### src/rtl/chop_pkg.sv
`timescale 1ns/1ps
package chop_pkg;

  typedef enum logic [1:0] {
    MD_CHARGE = 2'd0,
    MD_SLOW   = 2'd1,
    MD_FAST   = 2'd2
  } drive_mode_t;

  // Gate vector bit positions: {hi_a, lo_a, hi_b, lo_b}
  localparam int unsigned G_HI_A = 3;
  localparam int unsigned G_LO_A = 2;
  localparam int unsigned G_HI_B = 1;
  localparam int unsigned G_LO_B = 0;

  localparam logic [3:0] PAT_OFF  = 4'b0000;
  localparam logic [3:0] PAT_DIAG = 4'b1001;  // hi_a + lo_b
  localparam logic [3:0] PAT_RDIA = 4'b0110;  // hi_b + lo_a
  localparam logic [3:0] PAT_SLOW = 4'b0101;  // both low sides

  localparam int unsigned RATE_CODES = 4;

  function automatic int unsigned rate_hz(input logic [1:0] code);
    case (code)
      2'b00:   rate_hz = 400_000;
      2'b01:   rate_hz = 200_000;
      2'b10:   rate_hz = 600_000;
      default: rate_hz = 300_000;
    endcase
  endfunction

endpackage

### src/rtl/chop_timebase.sv
`timescale 1ns/1ps
module chop_timebase #(
  parameter int unsigned SYS_HZ = 96_000_000,
  parameter int unsigned CW     = 9
) (
  input  logic          clk,
  input  logic          rst_n,
  input  logic          coil_off,
  input  logic [1:0]    rate_code,
  input  logic          rate_wr,
  output logic [CW-1:0] cnt,
  output logic          at_start,
  output logic          in_window,
  output logic          in_tail
);
  import chop_pkg::*;

  logic [1:0]    act_q, act_d;
  logic [CW-1:0] cnt_q, cnt_d;
  logic [CW-1:0] lim_m1  [RATE_CODES];
  logic [CW-1:0] win_end [RATE_CODES];
  logic [CW-1:0] tail_at [RATE_CODES];

  for (genvar g = 0; g < RATE_CODES; g++) begin : g_rate
    localparam int unsigned PER = SYS_HZ / rate_hz(2'(g));
    assign lim_m1[g]  = CW'(PER - 1);
    assign win_end[g] = CW'(PER / 8);
    assign tail_at[g] = CW'(PER - PER / 4);
  end

  always_comb begin
    act_d = act_q;
    if (rate_wr) act_d = rate_code;
  end

  always_comb begin
    if (coil_off)                   cnt_d = '0;
    else if (cnt_q >= lim_m1[act_q]) cnt_d = '0;
    else                            cnt_d = cnt_q + 1'b1;
  end

  always_ff @(posedge clk or negedge rst_n) begin
    if (!rst_n) begin
      act_q <= 2'b00;
      cnt_q <= '0;
    end else begin
      act_q <= act_d;
      cnt_q <= cnt_d;
    end
  end

  assign cnt       = cnt_q;
  assign at_start  = (cnt_q == '0);
  assign in_window = (cnt_q < win_end[act_q]);
  assign in_tail   = (cnt_q >= tail_at[act_q]);

endmodule

### src/rtl/chop_decider.sv
`timescale 1ns/1ps
module chop_decider (
  input  logic                  clk,
  input  logic                  rst_n,
  input  logic                  coil_off,
  input  logic                  at_start,
  input  logic                  in_window,
  input  logic                  in_tail,
  input  logic                  above_ref,
  input  logic                  mag_zero,
  output chop_pkg::drive_mode_t mode
);
  import chop_pkg::*;

  logic seen_q, seen_d;     // current below reference inside window
  logic reach_q, reach_d;   // reference reached after window

  always_comb begin
    if (coil_off) begin
      seen_d  = 1'b0;
      reach_d = 1'b0;
    end else begin
      seen_d  = (at_start ? 1'b0 : seen_q)  | (in_window & ~above_ref);
      reach_d = (at_start ? 1'b0 : reach_q) | (~in_window & above_ref);
    end
  end

  always_ff @(posedge clk or negedge rst_n) begin
    if (!rst_n) begin
      seen_q  <= 1'b0;
      reach_q <= 1'b0;
    end else begin
      seen_q  <= seen_d;
      reach_q <= reach_d;
    end
  end

  always_comb begin
    if (mag_zero)                    mode = MD_SLOW;
    else if (in_window)              mode = MD_CHARGE;
    else if (!seen_q)                mode = MD_FAST;
    else if (in_tail)                mode = MD_FAST;
    else if (reach_q || above_ref)   mode = MD_SLOW;
    else                             mode = MD_CHARGE;
  end

endmodule

### src/rtl/bridge_gater.sv
`timescale 1ns/1ps
module bridge_gater (
  input  logic                  clk,
  input  logic                  rst_n,
  input  logic                  coil_off,
  input  chop_pkg::drive_mode_t mode,
  input  logic                  polarity,
  output logic [3:0]            gates,
  output logic                  hiz
);
  import chop_pkg::*;

  logic [3:0] pat;
  logic [3:0] gates_q, gates_d;
  logic       hiz_q;

  always_comb begin
    case (mode)
      MD_CHARGE: pat = polarity ? PAT_RDIA : PAT_DIAG;
      MD_FAST:   pat = polarity ? PAT_DIAG : PAT_RDIA;
      MD_SLOW:   pat = PAT_SLOW;
      default:   pat = PAT_OFF;
    endcase
  end

  always_comb begin
    if (coil_off)                             gates_d = PAT_OFF;
    else if (gates_q != PAT_OFF && pat != gates_q) gates_d = PAT_OFF;
    else                                      gates_d = pat;
  end

  always_ff @(posedge clk or negedge rst_n) begin
    if (!rst_n) begin
      gates_q <= PAT_OFF;
      hiz_q   <= 1'b1;
    end else begin
      gates_q <= gates_d;
      hiz_q   <= coil_off;
    end
  end

  assign gates = gates_q;
  assign hiz   = hiz_q;

endmodule

### src/rtl/chop_regulator.sv
`timescale 1ns/1ps
module chop_regulator #(
  parameter int unsigned SYS_HZ = 96_000_000,
  parameter int unsigned MAG_W  = 8
) (
  input  logic             clk,
  input  logic             rst_n,
  input  logic             coil_off,
  input  logic [1:0]       rate_code,
  input  logic             rate_wr,
  input  logic             above_ref,
  input  logic             coil_sign,
  input  logic [MAG_W-1:0] coil_mag,
  output logic             gate_hi_a,
  output logic             gate_lo_a,
  output logic             gate_hi_b,
  output logic             gate_lo_b,
  output logic             bridge_hiz
);
  import chop_pkg::*;

  localparam int unsigned PER_MAX = SYS_HZ / 200_000;
  localparam int unsigned CW      = $clog2(PER_MAX + 1);

  logic [1:0]    rs_q;
  logic          rst_n_i;
  logic [CW-1:0] cnt;
  logic          at_start, in_window, in_tail;
  drive_mode_t   mode;
  logic [3:0]    gates;

  always_ff @(posedge clk or negedge rst_n) begin
    if (!rst_n) rs_q <= 2'b00;
    else        rs_q <= {rs_q[0], 1'b1};
  end
  assign rst_n_i = rs_q[1];

  chop_timebase #(.SYS_HZ(SYS_HZ), .CW(CW)) u_tb (
    .clk(clk), .rst_n(rst_n_i), .coil_off(coil_off),
    .rate_code(rate_code), .rate_wr(rate_wr),
    .cnt(cnt), .at_start(at_start), .in_window(in_window), .in_tail(in_tail)
  );

  chop_decider u_dec (
    .clk(clk), .rst_n(rst_n_i), .coil_off(coil_off),
    .at_start(at_start), .in_window(in_window), .in_tail(in_tail),
    .above_ref(above_ref), .mag_zero(coil_mag == '0), .mode(mode)
  );

  bridge_gater u_gate (
    .clk(clk), .rst_n(rst_n_i), .coil_off(coil_off),
    .mode(mode), .polarity(coil_sign), .gates(gates), .hiz(bridge_hiz)
  );

  assign gate_hi_a = gates[G_HI_A];
  assign gate_lo_a = gates[G_LO_A];
  assign gate_hi_b = gates[G_HI_B];
  assign gate_lo_b = gates[G_LO_B];

endmodule

### config.mk
export PLATFORM = sky130hd
export DESIGN_NAME = chop_regulator
export DESIGN_NICKNAME = d
export VERILOG_FILES = /design/src/rtl/chop_pkg.sv /design/src/rtl/chop_timebase.sv /design/src/rtl/chop_decider.sv /design/src/rtl/bridge_gater.sv /design/src/rtl/chop_regulator.sv
export SDC_FILE = /design/constraint.sdc
export NUM_CORES = 1
export LEC_CHECK = 0
export BUFFER_PORTS_ARGS = -buffer_cell sky130_fd_sc_hd__buf_4
export CORE_MARGIN = 3
export CORE_UTILIZATION = 56
export CTS_CLUSTER_DIAMETER = 50
export DETAILED_ROUTE_END_ITERATION = 10
export GPL_ROUTABILITY_DRIVEN = 0
export PLACE_DENSITY_LB_ADDON = 0.25
export SLEW_MARGIN = 5
export SYNTH_ARGS = -nofsm -noshare
export SYNTH_HDL_FRONTEND = slang
export SYNTH_SLANG_ARGS = --single-unit
### constraint.sdc
create_clock -name clk -period 0.9 [get_ports clk]
set_input_delay 0.135 -clock clk [delete_from_list [all_inputs] [get_ports clk]]
set_output_delay 0.135 -clock clk [all_outputs]
set_load 0.02 [all_outputs]
# --- Word-level counts from Yosys, hierarchy flattened ---
# Index checks and enable logic that the tools add are counted.
totals:
  inputBits: 16
  wordCells: 53
  regBits: 20
classes:
  n_mux: 25
  n_lt_le_gt_ge: 4
  eq_ne: 3
  n_reduce_logical: 6
  addsub: 1
  bitwise_logic: 7
op_table:
  columns: ["op", "n"]
  rows:
  - ["9-bit two-way mux", 8]
  - ["9-bit binary-select mux with 2-bit select", 3]
  - ["9-bit greater-or-equal comparator", 2]
  - ["4-bit two-way mux", 4]
  - ["4-bit one-hot mux with 3 select lines", 1]
  - ["9-bit by 1-bit adder with 9-bit output, second input constant", 1]
  - ["9-bit logical NOT", 1]
  - ["9-bit less-than comparator", 1]
  - ["8-bit logical NOT", 1]
  - ["2-bit two-way mux", 4]
  - ["1-bit two-way mux", 5]
  - ["4-bit != test", 1]
  - ["4-bit nonzero test", 1]
  - ["3-bit greater-or-equal comparator, second input constant", 1]
  - ["2-bit inverter with 3-bit output", 1]
  - ["1-bit AND", 2]
  - ["2-bit by 1-bit == test with 1-bit output, second input constant", 1]
  - ["2-bit == test, second input constant", 1]
  - ["2-bit logical NOT", 1]
  - ["1-bit inverter", 2]
  - ["1-bit OR", 2]
  - ["1-bit logical AND", 1]
  - ["1-bit logical OR", 1]

# --- Logic depth before layout (Yosys ltp) ---
# Gate-level depths: netlist of the first run.
logic_depth:
  word_depth: 15
  ltp_mapped: 11

# --- Modules after synthesis ---
# Synthesis of the first run repeated with hierarchy kept, for this count alone.
hier_totals:
  cells_unflattened: 159
  hier_area_um2: 1521.5
modules_own_cells:
  columns: ["module", "cells_per_inst", "area_per_inst_um2", "seq_area_each_um2", "n_inst"]
  rows:
  - ["chop_timebase", 105, 954.7, 275.3, 1]
  - ["bridge_gater", 35, 376.6, 126.4, 1]
  - ["chop_decider", 13, 117.6, 50.0, 1]
  - ["chop_regulator", 6, 72.6, 50.0, 1]

# --- Worst setup path after synthesis of the first run ---
# Ideal clock, no wire load.
synth_path:
  path_type: "reg2reg"
  startpoint: "reg u_tb.act_q[0]"
  endpoint: "reg u_gate.gates_q[3] (netlist: u_gate.gates[3])"
  stages_incl_launch_ff: 12
  path_slack_ns: -1.470
  arrival_ns: 2.238
  t_required_ns: 0.769
  n_path_buf: 0
  setup_ns: 0.131
  cell_sequence: "dfrtp_1 -> inv_1 -> ha_1 -> inv_1 -> ha_1 -> o21ai_1 -> a31oi_1 -> o311ai_2 -> a21oi_1 -> mux2_4 -> a41oi_2 -> a211oi_1"
synth_via:
  elab_chain_cells: 15
synth_rtl:
  columns: ["element", "line_no", "source"]
  rows:
  - ["start: declaration", "chop_timebase.sv:18", "logic [1:0] act_q, act_d;"]
  - ["start signal: assignment", "chop_timebase.sv:47", "act_q <= act_d;"]
  - ["2-bit inverter with 3-bit output (implied by the code) *", "chop_timebase.sv:54, chop_timebase.sv:55", null]
  - ["9-bit binary-select mux with 2-bit select", "chop_timebase.sv:55", "assign in_tail = (cnt_q >= tail_at[act_q]);"]
  - ["9-bit two-way mux (implied by the code) (2 in series)", "chop_timebase.sv:55", null]
  - ["9-bit greater-or-equal comparator", "chop_timebase.sv:55", null]
  - ["2-bit two-way mux", "chop_decider.sv:42", "else if (in_tail) mode = MD_FAST;"]
  - ["2-bit two-way mux", "chop_decider.sv:41", "else if (!seen_q) mode = MD_FAST;"]
  - ["2-bit two-way mux *", "chop_decider.sv:40", "else if (in_window) mode = MD_CHARGE;"]
  - ["2-bit two-way mux *", "chop_decider.sv:39", "if (mag_zero) mode = MD_SLOW;"]
  - ["2-bit by 1-bit == test with 1-bit output (tied with other cells)", "bridge_gater.sv:18", "case (mode)"]
  - ["4-bit one-hot mux with 3 select lines *", "bridge_gater.sv:18", null]
  - ["4-bit != test", "bridge_gater.sv:28", "else if (gates_q != PAT_OFF && pat != gates_q) gates_d = PAT_OFF;"]
  - ["1-bit logical AND", "bridge_gater.sv:28", null]
  - ["4-bit two-way mux *", "bridge_gater.sv:28", null]
  - ["4-bit two-way mux *", "bridge_gater.sv:27", "if (coil_off) gates_d = PAT_OFF;"]
  - ["named net u_gate.gates_d[3]", "bridge_gater.sv:14", "logic [3:0] gates_q, gates_d;"]
  - ["end signal: assignment", "bridge_gater.sv:37", "gates_q <= gates_d;"]
  - ["end: declaration", "bridge_gater.sv:14", null]
# The timed path passes the listed nets; every way through them passes the cells marked *. The select of a mux whose other input is x is not followed.
# A chain may end at the register's enable or synchronous reset.

# --- Worst setup path in the final report of the first run ---
layout_path:
  startpoint: "reg u_tb.act_q[1]"
  endpoint: "reg u_gate.gates_q[0] (netlist: u_gate.gates[0])"
# Same word-level chain as after synthesis.

==> results.yml, run 1 <==
clock_network:
  clock_sinks: 20
  htreeDepth: 1
  clkTransAtPathRegs_ns: 0.11
  cts_root_buf: "clkbuf_4"
  worst_skew_pair.late_latency_ns: 0.32
  cts_tree: "done"
  cts_buffer_depth: 2
  numCtsBuffers: 3
pwr:
  pwr_density_cell_nw_per_um2: 1140
  power_frac_seq_pct: 42.3
  p_leak_uw: 0.000967
  p_int_uw: 1590
  p_total_uw: 2310
  switching_share_pct: 31.4
  ir_drop_mv: 1.28
  power.share.combinational_pct: 34.0
  power_switching_uw: 725
  clkPwrFrac_pct: 23.6
synth:
  synthMuxAreaShare_pct: 1.91
  synth_top_family_by_area: "simple AND/OR/NAND/NOR gates"
  yosysWarnings: 0
  synthTopCellsByCount: "nor2_1 (22), ha_1 (20), dfrtp_1 (19), inv_1 (11), nand2_1 (11)"
  synthesis.area_um2: 1370
  ys_seq_area_share_pct: 36.5
  yosysTopAreaCellShare_pct: 34.6
  synthCells: 146
  ys.flop_type: "dfrtp_1"
  synth_seq_cells: 20
  yosysUniqueCellTypes: 41
  async_reset_ff_share_pct: 100
  synth_area_leaders: "dfrtp_1 (35%), ha_1 (18%), nor2_1 (6.0%), xnor2_1 (3.2%), inv_1 (3.0%)"
  synth_top_cell_by_area: "dfrtp_1"
  synth_fa_ha_area_share_pct: 18.2
  synth-compound-area-share_pct: 14.6
  synth_xor_area_share_pct: 5.10
  synth-simple-area-share_pct: 20.1
  synth_edf_count: 0
  yosys.cell_count.top_type: "nor2_1"
  avgSynthCellArea_um2: 9.41
  syn_nets: 182
grt:
  grt_max_degree: 19
  track_usage_pct: 28.6
  antenna_found_initial: 0
  grt.overflow.total: 0
  grt_pass1_wl_mm: 6.85
  grt_pass1_vias: 1458
drt:
  met2_length_mm: 2.16
  avgViaCountPerCell: 6.06
  vias: 1412
  drc: 0
  drt-initial-drc-count: 89
  met1_length_mm: 1.70
  dr_wl_met3_um: 301
  wl_per_cell_um: 18.9
  postRouteAntennaNets: 0
  routed_wl_mm: 4.41
  detail_route.first_pass.iterations: 4
  top_layer_used: "met4"
placement:
  place_ws_ns: -1.58
  dp_hpwl_mm: 2.82
  portBuffers: 20
floorplan:
  coreArea_um2: 2280
  start_util_pct: 60.4
  rows: 17
  die_h_um: 55.5
  io_pins: 21
  die-area_um2: 3080
  die_x_um: 55.5
sta:
  rsz0062_at_grt: "true"
  hold_ws_ns: -0.000453
  setup_viol: 20
  slew_headroom_pct: 57.1
  max_freq_mhz: 399
  hold_violations: 1
  min_period_ns: 2.51
  report.final.slew_viol_count: 0
  setup_ws_ns: -1.61
  fin_skew_ns: 0.00110
  tightest_slew_ns: 0.638
  finalCritPeriodShare_pct: 278
critical_path:
  path_max_fanout: 3
  worstPathArrival_ns: 2.73
  crit_path_start_kind: "register"
  crit_path_end_kind: "register"
  required_ns: 1.12
  crit_type: "register to register"
cells_and_area:
  ff_latch_area_um2: 502
  multi_input_area_um2: 948
  fillers: 103
  n_antenna_cell: 0
  area_growth_pct: 47.7
  drive_gt1_share_pct: 45.4
  nets: 242
  final_util_pct: 89.2
status:
  status: "complete, but fails checks"
  violations: "negative hold slack, negative setup slack"
min_path:
  hold_class: "input pin to register"
run:
  drv_cap: 0
[through the flow]
step | setup TNS (ns) | std cells | hold WS (ns) | cell area (µm²)
global route | -21.30 | 233 | 0.00379 | 2030
detailed placement | -19.14 | 222 | -0.0812 | 1800
CTS | -19.24 | 232 | 0.0172 | 1970
floorplan | -13.83 | 146 | -0.161 | 1400
global placement | -17.24 | 222 | -0.0834 | 1800
finish | -19.58 | 233 | -0.000453 | 2030
[cell usage in the layout, fill, tap and decap left out, types with 2 or more instances in the layout]
| cell type | instances |
|---|---|
| nor2_1 | 22 |
| a311oi_2 | 2 |
| ha_2 | 3 |
| dfrtp_1 | 19 |
| nand2_1 | 11 |
| nand3_1 | 6 |
| xnor2_1 | 5 |
| clkbuf_4 | 3 |
| a21oi_1 | 4 |
| ha_1 | 14 |
| inv_1 | 8 |
| o21ai_2 | 3 |
| inv_2 | 2 |
| xor2_1 | 3 |
| o21ai_1 | 2 |
| buf_4 | 44 |
| nor4_1 | 4 |
| ha_4 | 3 |
| a21oi_2 | 2 |
| buf_6 | 11 |
| nor3_1 | 2 |
[final cells by class]
type	count	area share, %
clock buffers	4	1.79
multi-input cells	114	46.7
repair buffers	56	22.9
flip-flops and latches	20	24.7
well taps	28	1.73
inverters	11	2.16
[worst max-delay path, cell delays in order, from the launching register on]
cell	delay [ns]
dfrtp_1	0.43
buf_4	0.16
ha_2	0.17
ha_4	0.27
a21o_1	0.12
a31oi_2	0.05
o21a_2	0.24
or3_4	0.39
nor2_1	0.19
nor3_1	0.10
a221oi_2	0.30
[state kept, by name (all words and copies together), names as in the netlist]
signal	flops
u_tb.cnt	9
u_dec.reach_q	1
u_dec.seen_q	1
u_gate.gates	4
u_gate.hiz	1
u_tb.act_q	2
rs_q	2
[per-layer routing]
layer	vias to the layer above	global-route usage, %
li1	638	-
met1	672	32.3
met2	75	49.8
met3	27	6.07
met4	0	15.3
met5	-	0
[final timing paths]
check                         startpoint              end  slack, ns  cells past startpoint
min reg2reg                      rs_q[1]      u_tb.cnt[8]       0.20                      1
min                              rate_wr    u_tb.act_q[1]    -0.0005                      2
max in group asynchronous        rs_q[1]       u_gate.hiz       0.44                      1
max                        u_tb.act_q[1]  u_gate.gates[0]      -1.61                     10
max reg2reg                u_tb.act_q[1]  u_gate.gates[0]      -1.61                     10
min in group asynchronous          rst_n          rs_q[0]       0.12                      2
[power by group through the flow]
stage	Sequential, µW	Combinational (µW)	Clock, µW
after floorplan	1030	270	0
after global placement	988	562	0
after detailed placement	992	589	0
after CTS	976	686	549
after global routing	984	832	572
final	978	786	546
[kinds of logic (layout without fill, tap and decap cells)]
group / count (synthesis) / after routing
simple gates: 56 / 56
flops: 20 / 20
buf+inv: 12 / 71
compound gates: 27 / 27
mux: 2 / 2
other cells: 1 / 1
fa+ha+maj: 20 / 20
xor+xnor: 8 / 8
[timing repair]
item | 4_1_cts | 5_1_grt
endpoints found under the setup margin | 20 | 22
pin swaps | 8 | 5
endpoints found under the hold margin | 2 | 0
resized for setup | 20 | 12
hold buffers | 1 | 0
setup buffers | 5 | 1
Note: power is estimated with default switching activity, not from simulation.
==> inputs of run 2 (changes only) <==
--- a/config.mk
+++ b/config.mk
@@ -5,6 +5,7 @@
 export SDC_FILE = /design/constraint.sdc
 export NUM_CORES = 1
 export LEC_CHECK = 0
+export ABC_AREA = 1
 export BUFFER_PORTS_ARGS = -buffer_cell sky130_fd_sc_hd__buf_4
 export CORE_MARGIN = 3
 export CORE_UTILIZATION = 56
==> run 2 against run 1 <==
  * The run now fails in global routing (5_1_grt)
  * Area after synthesis is 2.8% higher
  * Synthesized cell count is 23% higher
==> results.yml, run 2 <==
status:
  status: "did not finish"
  haltStage: "global routing (5_1_grt)"
  error: "[ERROR DPL-0033] detailed placement checks failed during check placement."
floorplan:
  die_x_um: 56.2
  rows: 17
  io_pins: 21
  die_h_um: 56.2
  start_util_pct: 61.5
clock_network:
  cts_root_buf: "clkbuf_4"
  clock_sinks: 20
  numCtsBuffers: 3
  htreeDepth: 1
  cts_buffer_depth: 2
synth:
  yosysWarnings: 0
  avgSynthCellArea_um2: 7.89
  synth_seq_cells: 20
  synthTopCellsByCount: "nand2_1 (39), inv_1 (22), nor2_1 (22), ha_1 (20), dfrtp_1 (19)"
  synth-compound-area-share_pct: 9.39
  yosys.cell_count.top_type: "nand2_1"
  synth_top_family_by_area: "simple AND/OR/NAND/NOR gates"
  async_reset_ff_share_pct: 100
  synth_xor_area_share_pct: 3.10
  syn_nets: 215
  yosysUniqueCellTypes: 27
  synth-simple-area-share_pct: 27.0
  ys.flop_type: "dfrtp_1"
  synth_edf_count: 0
  ys_seq_area_share_pct: 35.5
  synthesis.area_um2: 1410
  synth_fa_ha_area_share_pct: 17.7
  synthCells: 179
  synth_area_leaders: "dfrtp_1 (34%), ha_1 (18%), nand2_1 (10%), inv_1 (5.8%), nor2_1 (5.8%)"
  synthMuxAreaShare_pct: 0
  yosysTopAreaCellShare_pct: 33.7
  synth_top_cell_by_area: "dfrtp_1"
placement:
  placed_cell_area_um2: 1900
  portBuffers: 20
  dp_hpwl_mm: 3.05
sta:
  worstEpCategory: "register data pin"
  postGrtWorstEndpoint: "u_gate.gates[2]$_DFF_PN0_/D"
grt:
  grt_max_degree: 19
  antenna_found_initial: 0
run 2: cell count changes after synthesis, moves of 4 or more:
cell	previous run	this run
inv_1	11	22
a21oi_1	5	11
nand2_1	11	39
nand3_1	6	10
run 2: cell families after synthesis:
family | Yosys count
buf+inv | 26
compound gates | 21
simple gates | 86
flops | 20
other cells | 1
fa+ha+maj | 20
xor+xnor | 5
run 2: metrics by stage:
step	TNS, ns	cells	setup WS (ns)
4_1_cts	-18.49	273	-1.40
3_5_place_dp	-17.29	262	-1.40
3_3_place_gp	-15.61	262	-1.26
2_1_floorplan	-12.68	179	-1.23
run 2: repair_timing:
item	4_1_cts
gates resized for setup	22
endpoints found under the hold margin	3
pin swaps	5
setup endpoints to repair	20
cloned	1
hold buffers	4
setup buffers	2
==> inputs of run 3 (changes only) <==
--- a/config.mk
+++ b/config.mk
@@ -7,12 +7,11 @@
 export LEC_CHECK = 0
 export ABC_AREA = 1
 export BUFFER_PORTS_ARGS = -buffer_cell sky130_fd_sc_hd__buf_4
-export CORE_MARGIN = 3
-export CORE_UTILIZATION = 56
-export CTS_CLUSTER_DIAMETER = 50
+export CORE_AREA = 3 3 64 66
 export DETAILED_ROUTE_END_ITERATION = 10
+export DIE_AREA = 0 0 67 69
 export GPL_ROUTABILITY_DRIVEN = 0
-export PLACE_DENSITY_LB_ADDON = 0.25
+export PLACE_DENSITY_LB_ADDON = 0.15
 export SLEW_MARGIN = 5
 export SYNTH_ARGS = -nofsm -noshare
 export SYNTH_HDL_FRONTEND = slang
==> run 3 against run 2 <==
  * The flow now finishes, with violations (negative setup slack)
  * Area after synthesis is the same
  * Synthesized cell count is the same
==> results.yml, run 3 <==
drt:
  wl_per_cell_um: 12.6
  avgViaCountPerCell: 4.73
  drc: 0
  drt-initial-drc-count: 34
  detail_route.first_pass.iterations: 6
  postRouteAntennaNets: 0
  routed_wl_mm: 3.81
  vias: 1429
sta:
  finalCritPeriodShare_pct: 260
  rsz0062_at_grt: "true"
  min_period_ns: 2.34
  hold_violations: 0
  report.final.slew_viol_count: 0
  max_freq_mhz: 427
  setup_viol: 21
  fin_skew_ns: 0.0116
  setup_ws_ns: -1.44
placement:
  portBuffers: 20
  place_ws_ns: -1.43
  dp_hpwl_mm: 2.68
  placed_cell_area_um2: 1930
  dp_cells: 284
min_path:
  hold_class: "input pin to register"
cells_and_area:
  drive_gt1_share_pct: 50.0
  ff_latch_area_um2: 502
  most-common-layout-cells: "buf_4 (61), nand2_1 (29), dfrtp_1 (19), inv_1 (18), nor2_1 (18)"
  multi_input_area_um2: 1050
  final_cells: 302
  n_antenna_cell: 0
  fillers: 311
  nets: 291
  finalInstanceArea_um2: 2350
  area_growth_pct: 66.3
  largest_register_ffs: 9
  final_common_cell: "buf_4"
grt:
  grt.overflow.total: 0
  grt_max_degree: 19
  grt_pass1_vias: 1362
  antenna_found_initial: 0
  track_usage_pct: 16.3
  grt_pass1_wl_mm: 5.91
clock_network:
  clkTransAtPathRegs_ns: 0.09
  htreeDepth: 1
  cts_root_buf: "clkbuf_8"
  clock_sinks: 20
  cts_tree: "done"
  cts_buffer_depth: 2
  worst_skew_pair.late_latency_ns: 0.27
  numCtsBuffers: 3
critical_path:
  reg2reg_depth: 18
  path_max_fanout: 4
  endpoint: "u_gate.gates[2]"
  regToRegStartpoint: "u_tb.act_q[0]"
  worstPathArrival_ns: 2.54
  reg2reg_setup_slack_ns: -1.44
  crit_path_start: "u_tb.act_q[0]"
  r2r-end: "u_gate.gates[2]"
  crit_type: "register to register"
  required_ns: 1.10
  crit_path_start_kind: "register"
  crit_path_end_kind: "register"
floorplan:
  start_util_pct: 38.9
  die_h_um: 69
  die-area_um2: 4620
  die_x_um: 67
  rows: 22
  coreArea_um2: 3630
  io_pins: 21
run:
  drv_cap: 0
synth:
  synth_top_cell_by_area: "dfrtp_1"
  synth_seq_cells: 20
  yosysUniqueCellTypes: 27
  avgSynthCellArea_um2: 7.89
  yosysTopAreaCellShare_pct: 33.7
  ys_seq_area_share_pct: 35.5
  syn_nets: 215
  async_reset_ff_share_pct: 100
  yosys.cell_count.top_type: "nand2_1"
  synth_area_leaders: "dfrtp_1 (34%), ha_1 (18%), nand2_1 (10%), inv_1 (5.8%), nor2_1 (5.8%)"
  synth_edf_count: 0
  synthTopCellsByCount: "nand2_1 (39), inv_1 (22), nor2_1 (22), ha_1 (20), dfrtp_1 (19)"
  synthesis.area_um2: 1410
  ys.flop_type: "dfrtp_1"
  synthCells: 179
  yosysWarnings: 0
pwr:
  p_leak_uw: 0.00117
  ir_drop_mv: 0.931
  p_total_uw: 2690
  pwr_density_cell_nw_per_um2: 1150
status:
  status: "complete, but fails checks"
  violations: "negative setup slack"
[run 3: critical path, stage by stage (launching register included)]
cell and delay [ns]:
dfrtp_1 0.39, inv_2 0.08, ha_4 0.28, inv_4 0.04
ha_4 0.25, nand2_2 0.05, inv_2 0.06, nand2_2 0.05
nand3_2 0.07, nand2_2 0.09, a21oi_4 0.20, nand2_2 0.09
nand2_4 0.11, nand2_4 0.07, nand2_2 0.07, nand2_1 0.06
nand2_2 0.07, nand3_4 0.10, a21oi_2 0.15
[run 3: routing by layer]
metal  vias up  share of wire, %  wire, µm  track usage, %
li1        732                 -         -               -
met5         -                 0         0               0
met1       675                46      1730            22.8
met3         5               1.9        73            1.95
met2        17                52      1970            27.2
met4         0              0.84        32            2.70
[run 3: per-stage QoR]
stage               TNS (ns)  util (%)  hold WS (ns)
detailed placement    -17.20      53.0       -0.0816
finish                -18.61      64.7        0.0401
global route          -20.35      64.7        0.0476
CTS                   -17.94      59.6        0.0495
floorplan             -12.68         -        -0.161
global placement      -16.45      53.0       -0.0831
[run 3: cell type report]
| cell class | count | share of cell area (%) |
|---|---|---|
| Clock buffer | 3 | 1.76 |
| Clock inverter | 1 | 1.28 |
| Inverter | 25 | 4.10 |
| Multi-Input combinational cell | 134 | 44.8 |
| Sequential cell | 20 | 21.4 |
| Tap cell | 48 | 2.56 |
| Timing Repair Buffer | 71 | 24.2 |
[run 3: cells by family (layout without fill, tap and decap cells)]
logic type	Yosys count	count (layout)	synth area share, %
buffers and inverters	26	100	7.00
AOI/OAI and AO/OA	21	22	9.39
and+or+nand+nor	86	86	27.0
xor gates and xnor gates	5	5	3.10
other	1	1	0.265
DFF	20	20	35.5
adders and majority gates	20	20	17.7
[run 3: power breakdown]
part	internal, µW	total, µW	switching [µW]	leakage [µW]
Clock	594	919	325	0.0000357
Combinational	402	795	393	0.000868
Sequential	945	981	35.2	0.000262
[run 3: worst min-delay path by stage]
stage	start	slack (ns)	cells after the start	endpoint
after floorplan	rst_n	-0.16	0	rs_q[0]
after global placement	rst_n	-0.08	1	rs_q[1]
after detailed placement	rst_n	-0.08	1	rs_q[0]
after CTS	coil_off	0.05	2	u_dec.seen_q
after global routing	coil_off	0.05	2	u_dec.seen_q
final	coil_off	0.04	2	u_dec.seen_q
[run 3: repair_timing]
| item | CTS | global route |
|---|---|---|
| resized for setup | 21 | 36 |
| setup endpoints to repair | 20 | 21 |
| gates cloned | 1 | 0 |
| hold buffers | 2 | 0 |
| hold endpoints to repair | 3 | 0 |
| pin swaps | 2 | 12 |
| buffers inserted | 6 | 6 |
